`src/rtl/reuse_sampler_pkg.sv`:
```
// Package: shared defaults and helpers for the reuse distance sampler.
// Assumes the store depth is a power of two so pointer arithmetic wraps.
package reuse_sampler_pkg;

    localparam int DEF_ADDR_W      = 32;
    localparam int DEF_LINE_OFF    = 6;
    localparam int DEF_PC_W        = 20;
    localparam int DEF_DEPTH       = 32;
    localparam int DEF_PERIOD_LOG2 = 12;
    localparam int DEF_DIST_SHIFT  = 1;

    // Convert an age in sampling periods into distance units.
    function automatic int unsigned age_to_units(input int unsigned age,
                                                 input int unsigned shift);
        return age >> shift;
    endfunction

endpackage

```
`src/rtl/rs_period_ctr.sv`:
```
// Module: rs_period_ctr
// Counts valid accesses modulo 2^PERIOD_LOG2 and flags the access that
// lands on count zero as the one to sample. Assumes PERIOD_LOG2 >= 1.
module rs_period_ctr #(
    parameter int PERIOD_LOG2 = 12
) (
    input  logic clk,
    input  logic rst_n,
    input  logic acc_vld,
    output logic sample
);

    logic [PERIOD_LOG2-1:0] cnt_q;

    // Flag the access that opens a new period.
    always_comb begin
        sample = acc_vld && (cnt_q == '0);
    end

    // Advance the period count on every valid access.
    always_ff @(posedge clk) begin
        if (!rst_n) begin
            cnt_q <= '0;
        end else if (acc_vld) begin
            cnt_q <= cnt_q + 1'b1;
        end
    end

    // Two samples are never back to back when the period is at least two.
    assert_sample_gap_R1: assert property (@(posedge clk) disable iff (!rst_n)
        sample |=> !sample);

endmodule

```
`src/rtl/rs_store.sv`:
```
// Module: rs_store
// Circular store of sampled line addresses and program counters.
// A push writes the slot at the write pointer and advances it, which
// overwrites the oldest sample once the store is full. A kill clears the
// valid bit of one slot; a push to the same slot in the same cycle wins.
module rs_store #(
    parameter int DEPTH = 32,
    parameter int TAG_W = 26,
    parameter int PC_W  = 20,
    localparam int IDX_W = $clog2(DEPTH)
) (
    input  logic                         clk,
    input  logic                         rst_n,
    input  logic                         push,
    input  logic [TAG_W-1:0]             push_tag,
    input  logic [PC_W-1:0]              push_pc,
    input  logic                         kill,
    input  logic [IDX_W-1:0]             kill_idx,
    output logic [DEPTH-1:0][TAG_W-1:0]  tag_o,
    output logic [DEPTH-1:0][PC_W-1:0]   pc_o,
    output logic [DEPTH-1:0]             vld_o,
    output logic [IDX_W-1:0]             wptr_o
);

    logic [DEPTH-1:0][TAG_W-1:0] tag_q;
    logic [DEPTH-1:0][PC_W-1:0]  pc_q;
    logic [DEPTH-1:0]            vld_q;
    logic [IDX_W-1:0]            wptr_q;

    // Valid bits and write pointer: retire on kill, then claim on push.
    always_ff @(posedge clk) begin
        if (!rst_n) begin
            vld_q  <= '0;
            wptr_q <= '0;
        end else begin
            if (kill) begin
                vld_q[kill_idx] <= 1'b0;
            end
            if (push) begin
                vld_q[wptr_q] <= 1'b1;
                wptr_q        <= wptr_q + 1'b1;
            end
        end
    end

    // Payload storage, written only on push and left unreset.
    always_ff @(posedge clk) begin
        if (push) begin
            tag_q[wptr_q] <= push_tag;
            pc_q[wptr_q]  <= push_pc;
        end
    end

    assign tag_o  = tag_q;
    assign pc_o   = pc_q;
    assign vld_o  = vld_q;
    assign wptr_o = wptr_q;

    // A single cycle adds at most one live entry.
    assert_fill_step_R3: assert property (@(posedge clk) disable iff (!rst_n)
        $countones(vld_q) <= $past($countones(vld_q)) + 1);

    // A pushed slot is live afterwards, even if it was killed in the same cycle.
    assert_push_live_R9: assert property (@(posedge clk) disable iff (!rst_n)
        push |=> vld_q[$past(wptr_q)]);

endmodule

```
`src/rtl/rs_search.sv`:
```
// Module: rs_search
// Fully associative lookup of a line address over every live slot.
// Slots are scanned from youngest to oldest, so the reported slot is
// the youngest match, together with its age in pushes.
module rs_search #(
    parameter int DEPTH = 32,
    parameter int TAG_W = 26,
    parameter int PC_W  = 20,
    localparam int IDX_W = $clog2(DEPTH)
) (
    input  logic                         clk,
    input  logic                         rst_n,
    input  logic [DEPTH-1:0][TAG_W-1:0]  tag_i,
    input  logic [DEPTH-1:0][PC_W-1:0]   pc_i,
    input  logic [DEPTH-1:0]             vld_i,
    input  logic [IDX_W-1:0]             wptr_i,
    input  logic [TAG_W-1:0]             look_tag,
    output logic                         hit,
    output logic [IDX_W-1:0]             hit_idx,
    output logic [IDX_W-1:0]             hit_age,
    output logic [PC_W-1:0]              hit_pc
);

    logic [DEPTH-1:0] match_vec;

    // One comparator per slot.
    for (genvar s = 0; s < DEPTH; s++) begin : g_cmp
        assign match_vec[s] = vld_i[s] && (tag_i[s] == look_tag);
    end

    // Walk slots by age and keep the first (youngest) match.
    always_comb begin
        logic [IDX_W-1:0] slot;
        hit     = 1'b0;
        hit_idx = '0;
        hit_age = '0;
        for (int k = 0; k < DEPTH; k++) begin
            slot = wptr_i - IDX_W'(1) - IDX_W'(k);
            if (!hit && match_vec[slot]) begin
                hit     = 1'b1;
                hit_idx = slot;
                hit_age = IDX_W'(k);
            end
        end
        hit_pc = pc_i[hit_idx];
    end

    // No line is ever held by two live slots.
    assert_one_copy_R8: assert property (@(posedge clk) disable iff (!rst_n)
        $onehot0(match_vec));

endmodule

```
`src/rtl/reuse_sampler.sv`:
```
// Module: reuse_sampler (top)
// Samples one access per period into a circular store, looks up every
// valid access against the store, retires the hit entry and emits a
// registered update carrying the stored PC and a halved age. Assumes
// DEPTH is a power of two and DIST_SHIFT < log2(DEPTH).
module reuse_sampler #(
    parameter int ADDR_W      = reuse_sampler_pkg::DEF_ADDR_W,
    parameter int LINE_OFF    = reuse_sampler_pkg::DEF_LINE_OFF,
    parameter int PC_W        = reuse_sampler_pkg::DEF_PC_W,
    parameter int DEPTH       = reuse_sampler_pkg::DEF_DEPTH,
    parameter int PERIOD_LOG2 = reuse_sampler_pkg::DEF_PERIOD_LOG2,
    parameter int DIST_SHIFT  = reuse_sampler_pkg::DEF_DIST_SHIFT
) (
    input  logic                                clk,
    input  logic                                rst_n,
    input  logic                                acc_vld,
    input  logic [ADDR_W-1:0]                   acc_addr,
    input  logic [PC_W-1:0]                     acc_pc,
    output logic                                upd_vld,
    output logic [PC_W-1:0]                     upd_pc,
    output logic [$clog2(DEPTH)-DIST_SHIFT-1:0] upd_dist
);

    localparam int TAG_W  = ADDR_W - LINE_OFF;
    localparam int IDX_W  = $clog2(DEPTH);
    localparam int DIST_W = IDX_W - DIST_SHIFT;

    logic                         sample;
    logic [TAG_W-1:0]             look_tag;
    logic [DEPTH-1:0][TAG_W-1:0]  st_tag;
    logic [DEPTH-1:0][PC_W-1:0]   st_pc;
    logic [DEPTH-1:0]             st_vld;
    logic [IDX_W-1:0]             st_wptr;
    logic                         hit;
    logic                         hit_ok;
    logic [IDX_W-1:0]             hit_idx;
    logic [IDX_W-1:0]             hit_age;
    logic [PC_W-1:0]              hit_pc;
    logic                         upd_vld_q;
    logic [PC_W-1:0]              upd_pc_q;
    logic [DIST_W-1:0]            upd_dist_q;

    assign look_tag = acc_addr[ADDR_W-1:LINE_OFF];
    wire unused_offset = ^acc_addr[LINE_OFF-1:0];
    assign hit_ok = acc_vld && hit;

    rs_period_ctr #(
        .PERIOD_LOG2(PERIOD_LOG2)
    ) u_ctr (
        .clk    (clk),
        .rst_n  (rst_n),
        .acc_vld(acc_vld),
        .sample (sample)
    );

    rs_store #(
        .DEPTH(DEPTH),
        .TAG_W(TAG_W),
        .PC_W (PC_W)
    ) u_store (
        .clk     (clk),
        .rst_n   (rst_n),
        .push    (sample),
        .push_tag(look_tag),
        .push_pc (acc_pc),
        .kill    (hit_ok),
        .kill_idx(hit_idx),
        .tag_o   (st_tag),
        .pc_o    (st_pc),
        .vld_o   (st_vld),
        .wptr_o  (st_wptr)
    );

    rs_search #(
        .DEPTH(DEPTH),
        .TAG_W(TAG_W),
        .PC_W (PC_W)
    ) u_search (
        .clk     (clk),
        .rst_n   (rst_n),
        .tag_i   (st_tag),
        .pc_i    (st_pc),
        .vld_i   (st_vld),
        .wptr_i  (st_wptr),
        .look_tag(look_tag),
        .hit     (hit),
        .hit_idx (hit_idx),
        .hit_age (hit_age),
        .hit_pc  (hit_pc)
    );

    // Register the update: strobe every cycle, payload only on a hit.
    always_ff @(posedge clk) begin
        if (!rst_n) begin
            upd_vld_q  <= 1'b0;
            upd_pc_q   <= '0;
            upd_dist_q <= '0;
        end else begin
            upd_vld_q <= hit_ok;
            if (hit_ok) begin
                upd_pc_q   <= hit_pc;
                upd_dist_q <= DIST_W'(reuse_sampler_pkg::age_to_units(
                                  int'(hit_age), DIST_SHIFT));
            end
        end
    end

    assign upd_vld  = upd_vld_q;
    assign upd_pc   = upd_pc_q;
    assign upd_dist = upd_dist_q;

    // An update always follows a valid access.
    assert_upd_after_access_R7: assert property (@(posedge clk) disable iff (!rst_n)
        upd_vld |-> $past(acc_vld));

    // A hit retires its slot, so the slot is no longer live next cycle unless re-pushed.
    assert_hit_retires_R5: assert property (@(posedge clk) disable iff (!rst_n)
        (hit_ok && !(sample && hit_idx == st_wptr)) |=> !st_vld[$past(hit_idx)]);

endmodule

```
`config.mk`:
```
export PLATFORM = sky130hd
export DESIGN_NAME = reuse_sampler
export DESIGN_NICKNAME = d
export VERILOG_FILES = /design/src/rtl/reuse_sampler_pkg.sv /design/src/rtl/rs_period_ctr.sv /design/src/rtl/rs_store.sv /design/src/rtl/rs_search.sv /design/src/rtl/reuse_sampler.sv
export SDC_FILE = /design/constraint.sdc
export NUM_CORES = 2
export LEC_CHECK = 0
export BUFFER_PORTS_ARGS = -buffer_cell sky130_fd_sc_hd__buf_2
export CORE_MARGIN = 2
export CORE_UTILIZATION = 30
export CTS_CLUSTER_SIZE = 40
export DETAILED_ROUTE_END_ITERATION = 8
export PLACE_DENSITY = 0.52
export SYNTH_ARGS = -nofsm -noshare
export SYNTH_HDL_FRONTEND = slang
export SYNTH_SLANG_ARGS = --single-unit
```
`constraint.sdc`:
```
create_clock -name clk -period 14.3 [get_ports clk]
set_input_delay 2.86 -clock clk [delete_from_list [all_inputs] [get_ports clk]]
set_output_delay 2.86 -clock clk [all_outputs]
set_load 0.02 [all_outputs]
```
==> flow_metrics.tcl <==
set metrics [dict create \
    netlist_instances 4792 \
    critPathArrivalTime_ps 11580 \
    port-buffer-count 73 \
    dr.pass1.iters 9 \
    cts_hold_buffers 0 \
    timing.slew.headroom 0.214 \
    post_drt_wl_per_cell_um 27.2 \
    rsz0062_at_grt "false" \
    worstSetupStartpointType "input port" \
    route.final.wire_length_mm 224 \
    ys_async_sr_fraction 0 \
    cts_tree "built" \
    finalWeightedCongestion 0.912 \
    number_of_antenna_violations_at_the_first_check_in_global_routing 8 \
    dp.cells 7912 \
    timing.reg2reg.setup_slack_ps 4110 \
    first_global_vias 42600 \
    clock_sinks 1546 \
    netlist.area_leader.share 0.624 \
    num_vias 43600 \
    core-area_sq_um 235000 \
    critical_path_cell_by_cell "buf_4 > buf_4 > xnor2_1 > nand4_1 > nor4_1 > a32o_1 > o22ai_1 > or2_2 > mux4_2 > nand2b_1 > or3_1 > nor2_1 > a221oi_1 > and4_1 > a32o_4 > buf_12 > mux4_1 > a221oi_1 > o21ai_1 > o221a_1" \
    finalClockSkew_ps 54.3 \
    post-route-util 0.343 \
    avgViaCountPerCell 5.31 \
    clock_tree.buffer_depth 3 \
    layout.cells.non_filler 8219 \
    worst_setup_end_kind "register" \
    critPathKind "in -> reg" \
    critical_path_buffers_and_inverters 3 \
    top_cells_by_area_synth "sky130_fd_sc_hd__edfxtp_1 (62%), sky130_fd_sc_hd__xnor2_1 (10%), sky130_fd_sc_hd__mux4_2 (5.2%)" \
    hold_path.class "reg -> reg" \
    cts-resized-gates 0 \
    synthesized_nets 4863 \
    yosys.area.top_type "sky130_fd_sc_hd__edfxtp_1" \
    post_route_cells_drive_above_1_share 0.147 \
    hpwlAfterDp_mm 140 \
    seq_area_frac_synth 0.645 \
    flow.area_growth_from_synthesis_pct 13.9 \
    yosys_most_used_dff "sky130_fd_sc_hd__edfxtp_1" \
    run_status "complete, no violations" \
    worst_ep_required_time_ps 14990 \
    ys_types 106 \
    crit_family "simple AND/OR/NAND/NOR gates" \
    syn_area_sq_um 70800 \
    floorplan.initialDensity 0.301 \
    grtUsageTotal 0.182 \
    cts_root_buf "sky130_fd_sc_hd__clkbuf_16" \
    max_clock_freq_mhz 91.8 \
    max_slew.worst_pin.slew_ps 1150 \
    route.detailed.drc 0 \
    cts.reportedPaths.clkPinSlew_ps 60 \
    synth.ff_latch_count 1546 \
    synthesis.yosys.warnings 0 \
    cts_setup_buffers 0 \
    num-nets-final 5001 \
    max-cap-violations 0 \
    worst_vdd_ir_uv 349 \
    placed_cell_areas_sq_um 75400 \
    htreeDepth 4 \
    design.portCount 80 \
    worst_path_largest_cell_delay_ps 730 \
    final_setup_violation_count 0 \
    fin_tns_setup_ps 0 \
    initialDrtViolationCount 4591 \
    fp-row-count 178 \
    grt_first_pass_wirelength_mm 318 \
    p_leak_nw 24.2 \
    fp.dieH_um 490 \
    crit_path_max_fo 78 \
    synth_edf_count 1472 \
    synth.avg_cell_area_sq_um 14.8 \
    cts-buffers-inserted 166 \
    fin_crit_sh 0.761 \
    global_route.overflow_total 0 \
    slowest_cell_on_the_critical_path "sky130_fd_sc_hd__nor4_1" \
    die_width_um 490 \
    worst_skew_pair_latency_ps 830 \
    power_density_nw_per_um2 190 \
    pin_count_of_the_biggest_net_entering_global_routing 109 \
    final-hold-violation-count 0 \
    finish.instance_area_sq_um 80700 \
    number_of_pins_exceeding_their_max_slew_limit_in_the_final_report 0 \
    period_minus_slack_ps 10890 \
    detail-route-antenna-nets 0 \
    design.die.area_sq_um 240000 \
]
-- synthesized netlist by cell type, types with 63 or more instances --
master and count:
sky130_fd_sc_hd__o21ai_0 93, sky130_fd_sc_hd__nand3_1 99, sky130_fd_sc_hd__nor4_1 108, sky130_fd_sc_hd__buf_2 103, sky130_fd_sc_hd__dfxtp_1 74, sky130_fd_sc_hd__o22ai_1 63
sky130_fd_sc_hd__clkbuf_1 73, sky130_fd_sc_hd__xnor2_1 832, sky130_fd_sc_hd__mux4_2 165, sky130_fd_sc_hd__nor3_1 78, sky130_fd_sc_hd__a21oi_1 69, sky130_fd_sc_hd__edfxtp_1 1472
sky130_fd_sc_hd__nand4_1 336, sky130_fd_sc_hd__mux2i_1 88, sky130_fd_sc_hd__nand2_1 164, sky130_fd_sc_hd__nor2_1 214
-- cell families (layout without fill, tap and decap cells) --
logic type                 after synthesis  in the layout  synth area share
AOI/OAI and AO/OA                      566            566            0.0588
xor gates and xnor gates               883            883             0.110
adders and majority gates               16             16           0.00283
buffers and inverters                  293            566            0.0213
DFF                                   1546           1546             0.645
muxes                                  283            283            0.0699
other                                    0              4                 0
and+or+nand+nor                       1205           1205            0.0922
-- cells in the final DEF, fill, tap and decap left out, drive strengths merged, types with 17 or more instances in the layout --
cell        n
dfxtp      74
and3       19
a22oi      24
edfxtp   1472
buf       224
or2        28
xnor2     835
clkbuf    233
o21a       40
nand3      99
clkinv     64
nor4      112
mux2i      88
a21boi     18
nand4     336
o21ai      95
nand2b     26
a32o       25
a21oi      69
nor2      214
mux4      166
a22o       18
nor3       78
nand2     166
and2       41
nor2b      17
or4        19
o2111ai    21
xor2       46
inv        40
o22ai      64
mux2       29
-- per-layer routing --
metal  part of all wire  track usage  up-vias
li1                   -            -    19000
met1               0.44        0.248    22500
met2               0.47        0.293     1732
met3              0.061       0.0279      373
met4              0.036       0.0634        2
met5           0.000058            0        -
-- sequential cells by signal, indices dropped and copies added (netlist names) --
| register | flops |
|---|---|
| u_store.tag_o | 832 |
| u_store.pc_o | 640 |
| u_store.vld_o | 32 |
| upd_pc | 20 |
| u_ctr.cnt_q | 12 |
| u_store.wptr_o | 5 |
| upd_dist | 4 |
| upd_vld | 1 |
-- worst reg2reg max path: cells and delay by family (launching register included) --
| kind | cells | cell delay [ps] |
|---|---|---|
| compound gates | 7 | 1810 |
| buf+inv | 6 | 2390 |
| fa+ha+maj | 2 | 820 |
| flops | 1 | 620 |
| xor+xnor | 1 | 700 |
| mux | 3 | 1260 |
| simple gates | 6 | 2510 |
-- final cells by class --
type                       instances  area [sq um]
multi-input combinational       2953         23900
fill                           22600        154000
timing repair buffer             224          1670
clock inverter                    70           673
inverter                          39           148
tap                             3150          3940
antenna                            4          10.0
sequential                      1546         45700
clock buffer                     233          4620
-- per-stage QoR --
stage	setup WS [ps]	power [W]	hold WS [ps]
floorplan	5570	0.00926	458
global route	3120	0.0160	501
finish	3410	0.0154	479
global placement	2690	0.0113	480
detailed placement	2670	0.0113	480
CTS	3560	0.0155	491
-- power breakdown --
part	leakage, nW	switching, W	total, W	internal, W
Combinational	7.76	0.00381	0.00614	0.00234
Sequential	13.9	0.0000330	0.00504	0.00501
Clock	2.57	0.00182	0.00418	0.00236
-- final timing paths --
kind,startpoint,endpoint,depth (start not counted)
min reg2reg,upd_dist[3]$_SDFFE_PN0N_,upd_dist[3]$_SDFFE_PN0N_,2
max,acc_addr[27],upd_pc[16]$_SDFFE_PN0N_,20
min,upd_dist[3]$_SDFFE_PN0N_,upd_dist[3]$_SDFFE_PN0N_,2
max reg2reg,u_store.wptr_o[0]$_SDFFE_PN0P_,upd_pc[12]$_SDFFE_PN0N_,25
No activity file was read; power rests on OpenSTA's default activity.
